## config.mk

```make
export PLATFORM = sky130hd
export DESIGN_NAME = lpc_mem_target
export DESIGN_NICKNAME = d
export VERILOG_FILES = /design/src/rtl/lpcm_pkg.sv /design/src/rtl/lpcm_window.sv /design/src/rtl/lpcm_collect.sv /design/src/rtl/lpcm_seq.sv /design/src/rtl/lpc_mem_target.sv
export SDC_FILE = /design/constraint.sdc
export NUM_CORES = 1
export LEC_CHECK = 0
export CAP_MARGIN = 15
export CORE_MARGIN = 3
export CORE_UTILIZATION = 42
export CTS_CLUSTER_SIZE = 20
export DETAILED_ROUTE_END_ITERATION = 8
export PLACE_DENSITY = 0.81
export SLEW_MARGIN = 20
export SYNTH_ARGS = -nofsm -noshare
export SYNTH_HDL_FRONTEND = slang
export SYNTH_SLANG_ARGS = --single-unit
```

## constraint.sdc

```tcl
create_clock -name clk -period 2.15 [get_ports clk]
set_input_delay 0.43 -clock clk [delete_from_list [all_inputs] [get_ports clk]]
set_output_delay 0.43 -clock clk [all_outputs]
set_load 0.01 [all_outputs]
```

## src/rtl/lpcm_pkg.sv

```systemverilog
package lpcm_pkg;

    localparam int NIB_W  = 4;
    localparam int BYTE_W = 8;

    localparam logic [NIB_W-1:0] NIB_START  = 4'b0000;
    localparam logic [NIB_W-1:0] NIB_MEM_RD = 4'b0100;
    localparam logic [NIB_W-1:0] NIB_MEM_WR = 4'b0110;
    localparam logic [NIB_W-1:0] NIB_TAR    = 4'b1111;
    localparam logic [NIB_W-1:0] SYNC_READY = 4'b0000;
    localparam logic [NIB_W-1:0] SYNC_LWAIT = 4'b0110;

    typedef enum logic [3:0] {
        S_IDLE,
        S_CTYPE,
        S_ADDR,
        S_WLO,
        S_WHI,
        S_HTAR1,
        S_HTAR2,
        S_SYNC,
        S_RLO,
        S_RHI,
        S_PTAR
    } lpcm_state_e;

    typedef struct packed {
        logic             oe;
        logic [NIB_W-1:0] nib;
    } lad_drive_t;

    // States in which only the host may own LAD
    function automatic logic is_host_phase(lpcm_state_e s);
        return (s == S_CTYPE) || (s == S_ADDR) || (s == S_WLO) ||
               (s == S_WHI)   || (s == S_HTAR1) || (s == S_HTAR2);
    endfunction

    function automatic logic [NIB_W-1:0] sync_code(logic access_done);
        return access_done ? SYNC_READY : SYNC_LWAIT;
    endfunction

endpackage

```

## src/rtl/lpcm_window.sv

```systemverilog
module lpcm_window
    import lpcm_pkg::*;
#(
    parameter int ADDR_W = 32
) (
    input  logic [ADDR_W-1:0] addr,
    input  logic [ADDR_W-1:0] base,
    input  logic [ADDR_W-1:0] mask,
    input  logic              en,
    output logic              hit
);

    localparam int NIBS = ADDR_W / NIB_W;

    logic [NIBS-1:0] nib_ok;

    // One compare slice per address nibble; masked bits never mismatch
    for (genvar g = 0; g < NIBS; g++) begin : g_slice
        assign nib_ok[g] =
            (((addr[g*NIB_W +: NIB_W] ^ base[g*NIB_W +: NIB_W]) &
              ~mask[g*NIB_W +: NIB_W]) == '0);
    end

    assign hit = en & (&nib_ok);

endmodule

```

## src/rtl/lpcm_collect.sv

```systemverilog
module lpcm_collect
    import lpcm_pkg::*;
#(
    parameter int ADDR_W = 32
) (
    input  logic              clk,
    input  logic              rst,
    input  logic [NIB_W-1:0]  lad_in,
    input  logic              addr_shift,
    input  logic              data_lo,
    input  logic              data_hi,
    output logic [ADDR_W-1:0] addr_q,
    output logic [ADDR_W-1:0] addr_next,
    output logic [BYTE_W-1:0] data_q
);

    // Address enters most significant nibble first
    assign addr_next = {addr_q[ADDR_W-NIB_W-1:0], lad_in};

    always_ff @(posedge clk) begin
        if (rst) begin
            addr_q <= '0;
            data_q <= '0;
        end else begin
            if (addr_shift) begin
                addr_q <= addr_next;
            end
            if (data_lo) begin
                data_q[NIB_W-1:0] <= lad_in;
            end
            if (data_hi) begin
                data_q[BYTE_W-1:NIB_W] <= lad_in;
            end
        end
    end

endmodule

```

## src/rtl/lpcm_seq.sv

```systemverilog
module lpcm_seq
    import lpcm_pkg::*;
#(
    parameter int ADDR_W = 32
) (
    input  logic              clk,
    input  logic              rst,
    input  logic              frame_n,
    input  logic [NIB_W-1:0]  lad_in,
    input  logic              win_hit,
    input  logic              mem_done,
    input  logic [BYTE_W-1:0] mem_rdata,
    output lpcm_state_e       state,
    output logic              addr_shift,
    output logic              data_lo,
    output logic              data_hi,
    output logic              mem_req,
    output logic              mem_we,
    output logic [NIB_W-1:0]  lad_out,
    output logic              lad_oe
);

    localparam int ADDR_NIBS = ADDR_W / NIB_W;
    localparam int CNT_W     = $clog2(ADDR_NIBS);
    localparam logic [CNT_W-1:0] LAST_NIB = CNT_W'(ADDR_NIBS - 1);

    lpcm_state_e       state_q, state_d;
    logic [CNT_W-1:0]  cnt_q;
    logic              wr_q;
    logic              req_q;
    logic              done_q;
    logic [BYTE_W-1:0] rd_q;
    lad_drive_t        drv;

    logic abort;
    logic accept;
    logic req_start;

    assign abort     = ~frame_n;
    assign accept    = req_q & mem_done;
    assign req_start = (state_d == S_HTAR1) && (state_q != S_HTAR1);

    always_comb begin
        state_d = state_q;
        if (abort) begin
            state_d = (lad_in == NIB_START) ? S_CTYPE : S_IDLE;
        end else begin
            case (state_q)
                S_IDLE:  state_d = S_IDLE;
                S_CTYPE: begin
                    if ((lad_in == NIB_MEM_RD) || (lad_in == NIB_MEM_WR)) begin
                        state_d = S_ADDR;
                    end else begin
                        state_d = S_IDLE;
                    end
                end
                S_ADDR: begin
                    if (cnt_q == LAST_NIB) begin
                        if (!win_hit)  state_d = S_IDLE;
                        else if (wr_q) state_d = S_WLO;
                        else           state_d = S_HTAR1;
                    end
                end
                S_WLO:   state_d = S_WHI;
                S_WHI:   state_d = S_HTAR1;
                S_HTAR1: state_d = S_HTAR2;
                S_HTAR2: state_d = S_SYNC;
                S_SYNC: begin
                    if (done_q) state_d = wr_q ? S_PTAR : S_RLO;
                end
                S_RLO:   state_d = S_RHI;
                S_RHI:   state_d = S_PTAR;
                S_PTAR:  state_d = S_IDLE;
                default: state_d = S_IDLE;
            endcase
        end
    end

    assign addr_shift = frame_n && (state_q == S_ADDR);
    assign data_lo    = frame_n && (state_q == S_WLO);
    assign data_hi    = frame_n && (state_q == S_WHI);

    always_ff @(posedge clk) begin
        if (rst) begin
            state_q <= S_IDLE;
            cnt_q   <= '0;
            wr_q    <= 1'b0;
            req_q   <= 1'b0;
            done_q  <= 1'b0;
            rd_q    <= '0;
        end else begin
            state_q <= state_d;

            if (state_q == S_CTYPE) begin
                cnt_q <= '0;
            end else if (addr_shift) begin
                cnt_q <= cnt_q + 1'b1;
            end

            if (frame_n && (state_q == S_CTYPE)) begin
                wr_q <= (lad_in == NIB_MEM_WR);
            end

            // Abort has priority over both start and completion
            if (abort) begin
                req_q <= 1'b0;
            end else if (req_start) begin
                req_q <= 1'b1;
            end else if (accept) begin
                req_q <= 1'b0;
            end

            if (abort || req_start) begin
                done_q <= 1'b0;
            end else if (accept) begin
                done_q <= 1'b1;
            end

            if (accept && !wr_q) begin
                rd_q <= mem_rdata;
            end
        end
    end

    always_comb begin
        drv = '{oe: 1'b0, nib: '0};
        case (state_q)
            S_SYNC: drv = '{oe: 1'b1, nib: sync_code(done_q)};
            S_RLO:  drv = '{oe: 1'b1, nib: rd_q[NIB_W-1:0]};
            S_RHI:  drv = '{oe: 1'b1, nib: rd_q[BYTE_W-1:NIB_W]};
            S_PTAR: drv = '{oe: 1'b1, nib: NIB_TAR};
            default: drv = '{oe: 1'b0, nib: '0};
        endcase
    end

    assign lad_oe  = drv.oe;
    assign lad_out = drv.nib;
    assign mem_req = req_q;
    assign mem_we  = wr_q;
    assign state   = state_q;

endmodule

```

## src/rtl/lpc_mem_target.sv

```systemverilog
module lpc_mem_target
    import lpcm_pkg::*;
#(
    parameter int ADDR_W = 32
) (
    input  logic              clk,
    input  logic              rst,
    input  logic              frame_n,
    input  logic [3:0]        lad_in,
    output logic [3:0]        lad_out,
    output logic              lad_oe,
    input  logic [ADDR_W-1:0] win_base,
    input  logic [ADDR_W-1:0] win_mask,
    input  logic              win_en,
    output logic              mem_req,
    output logic              mem_we,
    output logic [ADDR_W-1:0] mem_addr,
    output logic [7:0]        mem_wdata,
    input  logic [7:0]        mem_rdata,
    input  logic              mem_done
);

    lpcm_state_e       seq_state;
    logic              addr_shift;
    logic              data_lo;
    logic              data_hi;
    logic              win_hit;
    logic [ADDR_W-1:0] addr_q;
    logic [ADDR_W-1:0] addr_next;
    logic [BYTE_W-1:0] data_q;

    lpcm_collect #(.ADDR_W(ADDR_W)) u_collect (
        .clk        (clk),
        .rst        (rst),
        .lad_in     (lad_in),
        .addr_shift (addr_shift),
        .data_lo    (data_lo),
        .data_hi    (data_hi),
        .addr_q     (addr_q),
        .addr_next  (addr_next),
        .data_q     (data_q)
    );

    lpcm_window #(.ADDR_W(ADDR_W)) u_window (
        .addr (addr_next),
        .base (win_base),
        .mask (win_mask),
        .en   (win_en),
        .hit  (win_hit)
    );

    lpcm_seq #(.ADDR_W(ADDR_W)) u_seq (
        .clk        (clk),
        .rst        (rst),
        .frame_n    (frame_n),
        .lad_in     (lad_in),
        .win_hit    (win_hit),
        .mem_done   (mem_done),
        .mem_rdata  (mem_rdata),
        .state      (seq_state),
        .addr_shift (addr_shift),
        .data_lo    (data_lo),
        .data_hi    (data_hi),
        .mem_req    (mem_req),
        .mem_we     (mem_we),
        .lad_out    (lad_out),
        .lad_oe     (lad_oe)
    );

    assign mem_addr  = addr_q;
    assign mem_wdata = data_q;

endmodule

```

==> results of run 1 <==
sequential cells by signal, indices dropped and copies added, names as in the netlist:
signal	cells
u_seq.done_q	1
u_collect.data_q	8
u_seq.mem_req	1
u_seq.rd_q	8
u_seq.mem_we	1
u_seq.state	4
u_collect.addr_q	32
u_seq.cnt_q	3
area by class of cell:
cell class                 count  share of cell area
multi-input combinational    267              0.3655
timing repair buffer         152              0.3185
sequential                    58              0.2546
clock buffer                  12             0.03387
tap                           77             0.02103
clock inverter                 4            0.005736
inverter                       1           0.0008194
timing repair:
item | 4_1_cts | 5_1_grt
endpoints found under the setup margin | 7 | 5
pin swaps | 1 | 11
resized for setup | 13 | 17
logic make-up (layout without fill, tap and decap cells):
family,count (synthesis),after routing
fa+ha+maj,2,2
buf+inv,19,169
xor+xnor,33,33
mux,18,18
flops,58,58
simple gates,140,140
compound gates,74,74
metrics by stage:
stage                     utilization  hold slack, ns  instance area, um^2
final                          0.7132          0.4538                 4581
after floorplan                     -          0.4366                 2816
after detailed placement       0.6671          0.4481                 4284
after CTS                      0.6996          0.4575                 4493
after global routing           0.7132          0.4774                 4581
after global placement         0.6671          0.4432                 4284
synth_stat cells (all sizes together) (5+ instances only):
library cell / instances / area share
buf: 9 / 0.017
nor2b: 5 / 0.011
o22ai: 16 / 0.036
dfxtp: 58 / 0.41
xnor2: 33 / 0.10
clkbuf: 9 / 0.012
nand2: 73 / 0.097
nor4b: 5 / 0.023
a21oi: 44 / 0.078
nor2: 32 / 0.043
mux2i: 18 / 0.064
layer usage:
metal / up-vias / share of wire / track usage
met3: 15 / 0.054 / 0.06115
met5: - / 0 / 0
li1: 1468 / - / -
met2: 96 / 0.50 / 0.3938
met4: 0 / 0.018 / 0.05997
met1: 1402 / 0.42 / 0.3209
worst max-delay path, stage by stage:
cell	delay, ns
clkdlybuf4s50_1	0.49
xnor2_1	0.12
o22ai_1	0.12
nor4_2	0.33
nand2_2	0.18
o31ai_4	0.26
and4bb_1	0.24
o21ba_1	0.17
power by group:
part | switching, mW | internal, mW | total [mW]
Combinational | 0.0941 | 0.176 | 0.270
Sequential | 0.000242 | 1.07 | 1.07
Clock | 0.430 | 0.479 | 0.909
Total | 0.525 | 1.73 | 2.25
worst paths after layout:
kind | startpoint | endpoint
max | win_base[12] | u_seq.mem_req$_SDFFE_PP0P_
min | u_collect.addr_q[29]$_SDFFE_PP0P_ | u_collect.addr_q[29]$_SDFFE_PP0P_
max reg2reg | u_seq.cnt_q[0]$_SDFFE_PP0P_ | u_seq.mem_req$_SDFFE_PP0P_
min reg2reg | u_collect.addr_q[29]$_SDFFE_PP0P_ | u_collect.addr_q[29]$_SDFFE_PP0P_
==> impl_results.md, run 1 <==
* Vias at 2981
* Tcrit/Tclk final at 0.9831
* Latest clock arrival within the worst-skew pair at 0.33 ns
* First-pass detailed-route iteration total at 4
* Post-Synth Adder-Cell Area at 0.008885
* CP Class: input port to register
* Mux contribution to synthesized area at 0.06397
* Maxcap violations at 0
* Total gr overflow at 0
* Hold-fix buffer count after cts at 0
* Antenna Nets Post-Route at 0
* Avg Inst Size Synth at approximately 8.2 um^2
* Compound-Gate Fraction of Synth Area at 0.1488
* Average wire per standard cell at 16.52 um
* Post-Synth Simple-Gate Area at 0.2328
* Share of cells above drive strength 1 at 0.1296
* Multi-input gate area in the final layout at about 0.0017 mm^2
* Drt via density at 5.221
* Die footprint at ~0.0077 mm^2
* Worst-margin pin slew at 0.5081 ns
* Sequential-to-total area share from yosys stat at 0.4123
* Port buffer count at 127
* Setup crit end kind: register
* R2R setup slack at 0.09 ns
* Final setup fails at 0
* Synth warnings at 0
* Worst slew margin at 0.6603
* Max VDD drop at between 300 and 400 uV
* Num rows at 29
* Placed Cells at 555
* First-pass GRT wire length at 14.35 mm
* Crit path DAT at about 2.3 ns
* Total core area at 0.006422 mm^2
* Final hold vios at 0
* Largest family of logic cells by synthesized area: simple AND/OR/NAND/NOR gates
* Seq. cell area at 0.001166 mm^2
* Vias in the first global route at around 2800
* Max-slew violation count at 0
* Worst setup margin at 0.03630 ns
* Synth Cell Area at 0.002816 mm^2
* CTS tree: built
* Final WL at between 9 and 10 mm
* Worst Path Max Fanout at 3
* # clock sinks at 58
* Outcome: finished clean
* H-Tree Depth at 3
* TritonCTS buffer count at 9
* Setup WS pre-CTS at -0.4517 ns
* Worst Skew at 0.008690 ns
* Die Width at 87.89 um
* Critical path data required time at about 2.4 ns
* XOR/XNOR share of the synthesized area at 0.1026
* Root Driver: clkbuf_8
* GP Congestion at 0.8563
* Async SR Flop Fraction at 0
* Largest net degree at the start of global routing at 36
* Number of I/O pins at 128
* Final HPWL DP at 7.299 mm
* Clock Tree Buf Depth at 2
* Worst hold path depth at 2
* Worst min path class: register to register
* Most frequent cells in the layout: clkdlybuf4s50_1 (118), nand2_1 (72), dfxtp_1 (56), a21oi_1 (44)
* Initial antenna violation count at 0
* Initial Util at 0.4385
* Diode count at 0
* #FFs+latches synth at 58
* Die extent in y at ~90 um
* Filler Cell Count at 496
* Global-route usage over all layers at 0.2418
* 1st-iter DRT viols at 180
* Dominant synthesized flop cell: dfxtp_1
* Number of synthesized flops with an enable pin at 0
* Cells after Synth at 344
* P&R area growth vs syn at 62.64%
* Yosys cell types at 36
* Minimum clock period at between 2 and 2.5 ns
* Total Power at 2.253 mW
* F_max at 473.1 MHz
* Clk slew on worst S/H paths at roughly 0.070 ns
* Net count, final at 572
* Worst r2r path cells at 8
* CP startpoint kind: input port
* Sum Neg Setup Slack at 0 ns
* Synthesized Nets at 427
* Non-Filler Instances at 571
* Pwr dens at 491.8 mW/mm^2
* DRC Markers at 0
* Leak at 1.711 nW
* Commonest non-fill, non-tap cell in the layout: clkdlybuf4s50_1
* Post-CTS setup buffer count at 0
Note: power is estimated with default switching activity, not from simulation.
==> inputs of run 2 (changes only) <==
Settings changed: CORE_UTILIZATION 42 to 38, PLACE_DENSITY 0.81 to 0.77.
Clock period 2.15 ns to 1.9 ns, I/O delays scaled along.
==> run 2 against run 1 <==
Register-to-register slack lost 0.20 ns. Clock skew hardly changed. Critical path type is now register to register. Clock-buffer cell count fell by 3. Critical path depth stayed put. Sequential power rose by 13%. Critical endpoint unchanged. Worst setup slack lost 0.14 ns. Largest cell class unchanged. The flow now finishes with violations (setup timing).
==> impl_results.md, run 2 (same netlist as run 1, synthesis figures left out) <==
* Clock Tree Buf Depth at 2 (unchanged)
* Total Power at 2.501 mW (+11%)
* Critical path data required time at 2.14 ns (-0.24 ns)
* Most used cell, CP: ha_4
* Drt via density at 5.030 (-3.6%)
* F_max at 498.5 MHz
* Switch share at 0.2575 (+0.02467)
* Clk slew on worst S/H paths at 0.07 ns (about the same)
* Average wire per standard cell at 16.35 um (-1.0%)
* Latest clock arrival within the worst-skew pair at 0.34 ns (about the same)
* Final setup fails at 2 (+2)
* CTS tree: built
* Vias at 3134 (+5.1%)
* Initial Util at 0.4034 (-0.03513)
* Initial antenna violation count at 0 (unchanged)
* CP startpoint kind: register
* RSZ-0062 raised after global routing: true
* Sum Neg Setup Slack at -0.1489 ns (-0.1489 ns)
* Worst r2r path cells at 8 (unchanged)
* Outcome: finished with violations
* Clock share of power at 0.398 (-0.006)
* Filler Cell Count at 567 (+14%)
* Largest net degree at the start of global routing at 35 (-2.8%)
* Diode count at 0 (unchanged)
* Worst setup margin at -0.1059 ns (-0.1422 ns)
* Maxcap violations at 0 (unchanged)
* P_sw at 644.0 uW (+23%)
* Combinational share of power at 0.117 (-0.003)
* Worst path depth at 8 (unchanged)
* Leading registers by flop count: u_collect.addr_q x32, u_collect.data_q x8, u_seq.rd_q x8
* Final HPWL DP at 7.748 mm (+6.1%)
* Internal Pwr Total at 1.857 mW (+7.5%)
* Pwr dens at 516.7 mW/mm^2 (+5.1%)
* TritonCTS buffer count at 9 (unchanged)
* Die Width at 92.09 um (+4.8%)
* Root Driver: clkbuf_8
* Worst-margin pin slew at 0.4330 ns (-0.07513 ns)
* Num rows at 30 (+3.4%)
* Total core area at 0.006982 mm^2 (+8.7%)
* # clock sinks at 58 (unchanged)
* Minimum clock period at 2.006 ns
* DRC Markers at 0 (unchanged)
* Crit path cell chain: ha_4 > ha_4 > nor2b_1 > or4b_1 > and3_4 > o31ai_4 > and4bb_1 > o21ba_1
* GP Congestion at 0.8949 (+4.5%)
* Setup crit end kind: register
* Worst min path class: input port to register
* Most frequent cells in the layout: clkdlybuf4s50_1 (86), nand2_1 (72), buf_4 (56), dfxtp_1 (50), a21oi_1 (44)
* Vias in the first global route at 3116 (+9.5%)
* Setup WS pre-CTS at -0.7328 ns (-0.2811 ns)
* Largest delay share family, worst path: simple AND/OR/NAND/NOR gates
* CP Class: register to register
* Crit path DAT at 2.24 ns (-0.10 ns)
* CP Buf/Inv Count at 0 (-1)
* First-pass detailed-route iteration total at 4 (unchanged)
* Worst slew margin at 0.7087 (+0.04838)
* Max-slew violation count at 0 (unchanged)
* Max stage delay on crit path at 0.46 ns (-0.03 ns)
* Net count, final at 605 (+5.8%)
* Commonest non-fill, non-tap cell in the layout: clkdlybuf4s50_1
* Final WL at 10.19 mm (+8.0%)
* H-Tree Depth at 3 (unchanged)
* Die footprint at 0.008481 mm^2 (+9.8%)
* Worst Skew at 0.008875 ns (+0.0001843 ns)
* Flop pwr share at 0.484 (+0.008)
* Antenna Nets Post-Route at 0 (unchanged)
* P&R area growth vs syn at 71.88%
* Placed Cells at 602 (+8.5%)
* Port buffer count at 127 (unchanged)
* Failing checks: setup timing
* Hold WS at 0.4103 ns (-0.04347 ns)
* Final hold vios at 0 (unchanged)
* Max reg flops at 32 (unchanged)
* Critical-path top delay cell: or4b_1
* Max VDD drop at 471.0 uV (+28%)
* First-pass GRT wire length at 15.88 mm (+11%)
* Global-route usage over all layers at 0.2392 (-0.002575)
* Non-Filler Instances at 623 (+9.1%)
* Number of I/O pins at 128 (unchanged)
* Leak at 1.879 nW (+9.8%)
* Biggest register: u_collect.addr_q
* Worst Path Max Fanout at 2 (-1)
* Total gr overflow at 0 (unchanged)
* 1st-iter DRT viols at 226 (+26%)
* Die extent in y at 92.09 um (+4.8%)
* Hold-fix buffer count after cts at 0 (unchanged)
* Tcrit/Tclk final at 1.056
* Worst hold path depth at 2 (unchanged)
* Share of cells above drive strength 1 at 0.2106 (+0.08107)
-- run 2: stage by stage --
step                      instance area [um^2]    util
after floorplan                           2844       -
after global placement                    4546  0.6511
after detailed placement                  4546  0.6511
after CTS                                 4808  0.6887
after global routing                      4841  0.6934
final                                     4841  0.6934
-- run 2: power by group through the flow --
stage,Clock (mW),Combinational (mW),Sequential [mW]
2_1_floorplan,0,0.0841,1.24
3_3_place_gp,0,0.291,1.24
3_5_place_dp,0,0.295,1.24
4_1_cts,1.00,0.285,1.21
5_1_grt,1.07,0.311,1.21
6_report,0.996,0.294,1.21
-- run 2: final timing paths --
kind / start / to / slack [ns]
worst max register to register: u_seq.cnt_q[1]$_SDFFE_PP0P_ / u_seq.mem_req$_SDFFE_PP0P_ / -0.11
worst max-delay path: u_seq.cnt_q[1]$_SDFFE_PP0P_ / u_seq.mem_req$_SDFFE_PP0P_ / -0.11
worst min-delay path: rst / u_seq.mem_we$_SDFFE_PP0P_ / 0.41
worst min register to register: u_collect.addr_q[29]$_SDFFE_PP0P_ / u_collect.addr_q[29]$_SDFFE_PP0P_ / 0.46
-- run 2: repair_timing --
item,in CTS,in global routing
pin swaps,48,3
setup buffers,3,2
endpoints found under the hold margin,0,0
endpoints found under the setup margin,10,8
resized for setup,70,8
-- run 2: worst reg2reg max path, delay by kind of cell, from the launching register on --
family                   cells  cell delay, ns
AO/OA/AOI/OAI                2            0.24
adder cells (fa/ha/maj)      2            0.31
flip-flops                   1            0.34
AND/OR/NAND/NOR              4            1.00
-- run 2: cell type report --
cell class | count | area (um^2) | area share
timing repair buffer | 185 | 1652 | 0.3412
inverter | 1 | 3.754 | 0.0007754
sequential | 58 | 1179 | 0.2435
clock inverter | 7 | 46.29 | 0.009563
tap | 96 | 120.1 | 0.02481
multi-input combinational | 267 | 1717 | 0.3546
clock buffer | 9 | 123.9 | 0.02559
-- run 2: metal layers --
layer | GRT usage | part of all wire | vias to the layer above
met1 | 0.3051 | 0.43 | 1466
met2 | 0.3978 | 0.50 | 117
met3 | 0.05250 | 0.056 | 20
li1 | - | - | 1531
met5 | 0 | 0 | -
met4 | 0.08292 | 0.021 | 0
==> inputs of run 3 (changes only) <==
--- a/config.mk
+++ b/config.mk
@@ -8,7 +8,9 @@
 export CAP_MARGIN = 15
+export CELL_PAD_IN_SITES_DETAIL_PLACEMENT = 1
+export CELL_PAD_IN_SITES_GLOBAL_PLACEMENT = 2
 export CORE_MARGIN = 3
-export CORE_UTILIZATION = 38
+export CORE_UTILIZATION = 20
 export CTS_CLUSTER_SIZE = 20
 export DETAILED_ROUTE_END_ITERATION = 8
-export PLACE_DENSITY = 0.77
+export PLACE_DENSITY_LB_ADDON = 0.1
 export SLEW_MARGIN = 20
--- a/constraint.sdc
+++ b/constraint.sdc
@@ -3,2 +3,2 @@
 set_output_delay 0.38 -clock clk [all_outputs]
-set_load 0.01 [all_outputs]
+set_load 0.02 [all_outputs]
==> run 3 against run 2 <==
The flow still finishes with violations (setup timing). Sequential cell count unchanged. Register-to-register slack about the same. Utilization down 31 points. Wire length up 16%.
==> impl_results.md, run 3 (same netlist as run 1, synthesis figures left out) <==
* Outcome: finished with violations
* Failing checks: setup timing
* Global-route usage over all layers at 0.1563 (-0.08294)
* Max-slew violation count at 0 (unchanged)
* Die footprint at 0.01554 mm^2 (+83%)
* Worst r2r path cells at 8 (unchanged)
* CP Class: register to register
* Net count, final at 613 (+1.3%)
* Max stage delay on crit path at 0.46 ns (about the same)
* Leading registers by flop count: u_collect.addr_q x32, u_collect.data_q x8, u_seq.rd_q x8
* CP startpoint kind: register
* Port buffer count at 127 (unchanged)
* 1st-iter DRT viols at 76 (-66%)
* DRC Markers at 0 (unchanged)
* Worst setup margin at -0.09725 ns (+0.008672 ns)
* Die extent in y at 124.7 um (+35%)
* Setup crit end kind: register
* Hold WS at 0.3738 ns (-0.03651 ns)
* Maxcap violations at 0 (unchanged)
* Non-Filler Instances at 712 (+14%)
* Max VDD drop at 340.2 uV (-28%)
* Biggest register: u_collect.addr_q
* Hold EP: u_seq.mem_we$_SDFFE_PP0P_
* Pwr dens at 579.6 mW/mm^2 (+12%)
* Filler Cell Count at 1592 (+180%)
* Root Driver: clkbuf_16
* Post-placement cell area at 0.004761 mm^2 (+4.7%)
* RSZ-0062 raised after global routing: true
* Final setup fails at 2 (unchanged)
* Latest clock arrival within the worst-skew pair at 0.33 ns (about the same)
* Placed Cells at 694 (+15%)
* H-Tree Depth at 3 (unchanged)
* Hold_sp: rst
* Final hold vios at 0 (unchanged)
* GP Congestion at 0.7793 (-13%)
* Largest net degree at the start of global routing at 35 (unchanged)
* Drt via density at 4.400 (-13%)
* Share of cells above drive strength 1 at 0.2336 (+0.02302)
* Most frequent cells in the layout: clkdlybuf4s50_1 (89), nand2_1 (72), buf_4 (63), dfxtp_1 (54), a21oi_1 (44)
* Worst slew margin at 0.6527 (-0.05602)
* Crit path cell chain: ha_4 > ha_4 > nor2b_1 > or4b_1 > and3_4 > o31ai_4 > and4bb_1 > o21ba_1
* Number of I/O pins at 128 (unchanged)
* Vias at 3133 (-0.032%)
* Most used cell, CP: ha_4
* P&R area growth vs syn at 84.23%
* Tcrit/Tclk final at 1.051 (-0.004564)
* Worst-margin pin slew at 0.5163 ns (+0.08326 ns)
* Crit path DAT at 2.22 ns (-0.02 ns)
* Commonest non-fill, non-tap cell in the layout: clkdlybuf4s50_1
* Die Width at 124.7 um (+35%)
* Clock Tree Buf Depth at 2 (unchanged)
* Worst Path Max Fanout at 2 (unchanged)
* Leak at 2.032 nW (+8.1%)
* F_max at 500.7 MHz (+0.43%)
* RR Startpoint: u_seq.cnt_q[1]$_SDFFE_PP0P_
* Worst hold path depth at 2 (unchanged)
* Vias in the first global route at 3371 (+8.2%)
* Total core area at 0.01351 mm^2 (+93%)
* Num rows at 42 (+40%)
* Antenna Nets Post-Route at 0 (unchanged)
* Final WL at 11.84 mm (+16%)
* Minimum clock period at 1.997 ns (-0.008672 ns)
* Final instance area at 0.005189 mm^2 (+7.2%)
* First-pass GRT wire length at 18.75 mm (+18%)
* Initial Util at 0.2085 (-0.1949)
* Setup WS pre-CTS at -0.6966 ns (+0.03620 ns)
* Core Util, Final at 0.3842 (-0.3092)
* First-pass detailed-route iteration total at 4 (unchanged)
* Average wire per standard cell at 16.63 um (+1.7%)
* CTS tree: built
* Initial antenna violation count at 1 (+1)
* Critical path data required time at 2.12 ns (-0.02 ns)
* Final HPWL DP at 9.392 mm (+21%)
* R2R setup slack at -0.1 ns (about the same)
* # clock sinks at 58 (unchanged)
* TritonCTS buffer count at 9 (unchanged)
* Total gr overflow at 0 (unchanged)
* Worst Skew at 0.004594 ns (-0.004281 ns)
* Sum Neg Setup Slack at -0.1060 ns (+0.04291 ns)
* Max reg flops at 32 (unchanged)
* Total Power at 3.007 mW (+20%)
* Critical-path top delay cell: or4b_1
* Clk slew on worst S/H paths at 0.05 ns (-0.02 ns)
* Worst min path class: input port to register
* Reg2reg end: u_seq.mem_req$_SDFFE_PP0P_
run 3: where the power goes:
group          switching (mW)  internal, mW
Sequential           0.000351          1.22
Combinational           0.124         0.196
Clock                   0.558         0.910
Total                   0.683          2.32
run 3: repair_timing:
action / 4_1_cts / 5_1_grt
setup buffers: 1 / 0
resized for setup: 72 / 17
hold buffers: 0 / 0
pin swaps: 39 / 5
cloned: 0 / 0
setup endpoints to repair: 10 / 11
run 3: worst max-delay path by stage:
stage,startpoint,end,slack (ns),cells past startpoint
final,u_seq.cnt_q[1]$_SDFFE_PP0P_,u_seq.mem_req$_SDFFE_PP0P_,-0.1,8
after floorplan,u_seq.cnt_q[0]$_SDFFE_PP0P_,u_seq.mem_req$_SDFFE_PP0P_,-0.02,8
after detailed placement,win_base[31],u_seq.mem_req$_SDFFE_PP0P_,-0.70,8
after CTS,u_seq.cnt_q[1]$_SDFFE_PP0P_,u_seq.mem_req$_SDFFE_PP0P_,-0.09,8
after global placement,lad_in[2],u_seq.mem_req$_SDFFE_PP0P_,-0.69,8
after global routing,u_seq.cnt_q[0]$_SDFFE_PP0P_,u_seq.mem_req$_SDFFE_PP0P_,-0.16,8
run 3: layer usage:
metal  track usage  wire length [um]  vias up
li1              -                 -     1555
met1        0.2079              5640     1497
met2        0.2430              5535       68
met3       0.03645               433       13
met4       0.06447               232        0
met5             0                 0        -
run 3: final cells by class:
cell class,count,area [um^2],area share
Clock inverter,3,15.01,0.002894
Multi-Input combinational cell,267,1778,0.3427
Sequential cell,58,1166,0.2247
Clock buffer,13,250.2,0.04823
Tap cell,176,220.2,0.04244
Antenna cell,1,2.502,0.0004823
Timing Repair Buffer,193,1753,0.3378
Inverter,1,3.754,0.0007234
run 3: worst max-delay path: cells and delay by family (launching register included):
family                   cells  cell delay [ns]
AO/OA/AOI/OAI                2             0.25
adder cells (fa/ha/maj)      2             0.31
flip-flops                   1             0.33
AND/OR/NAND/NOR              4             1.00
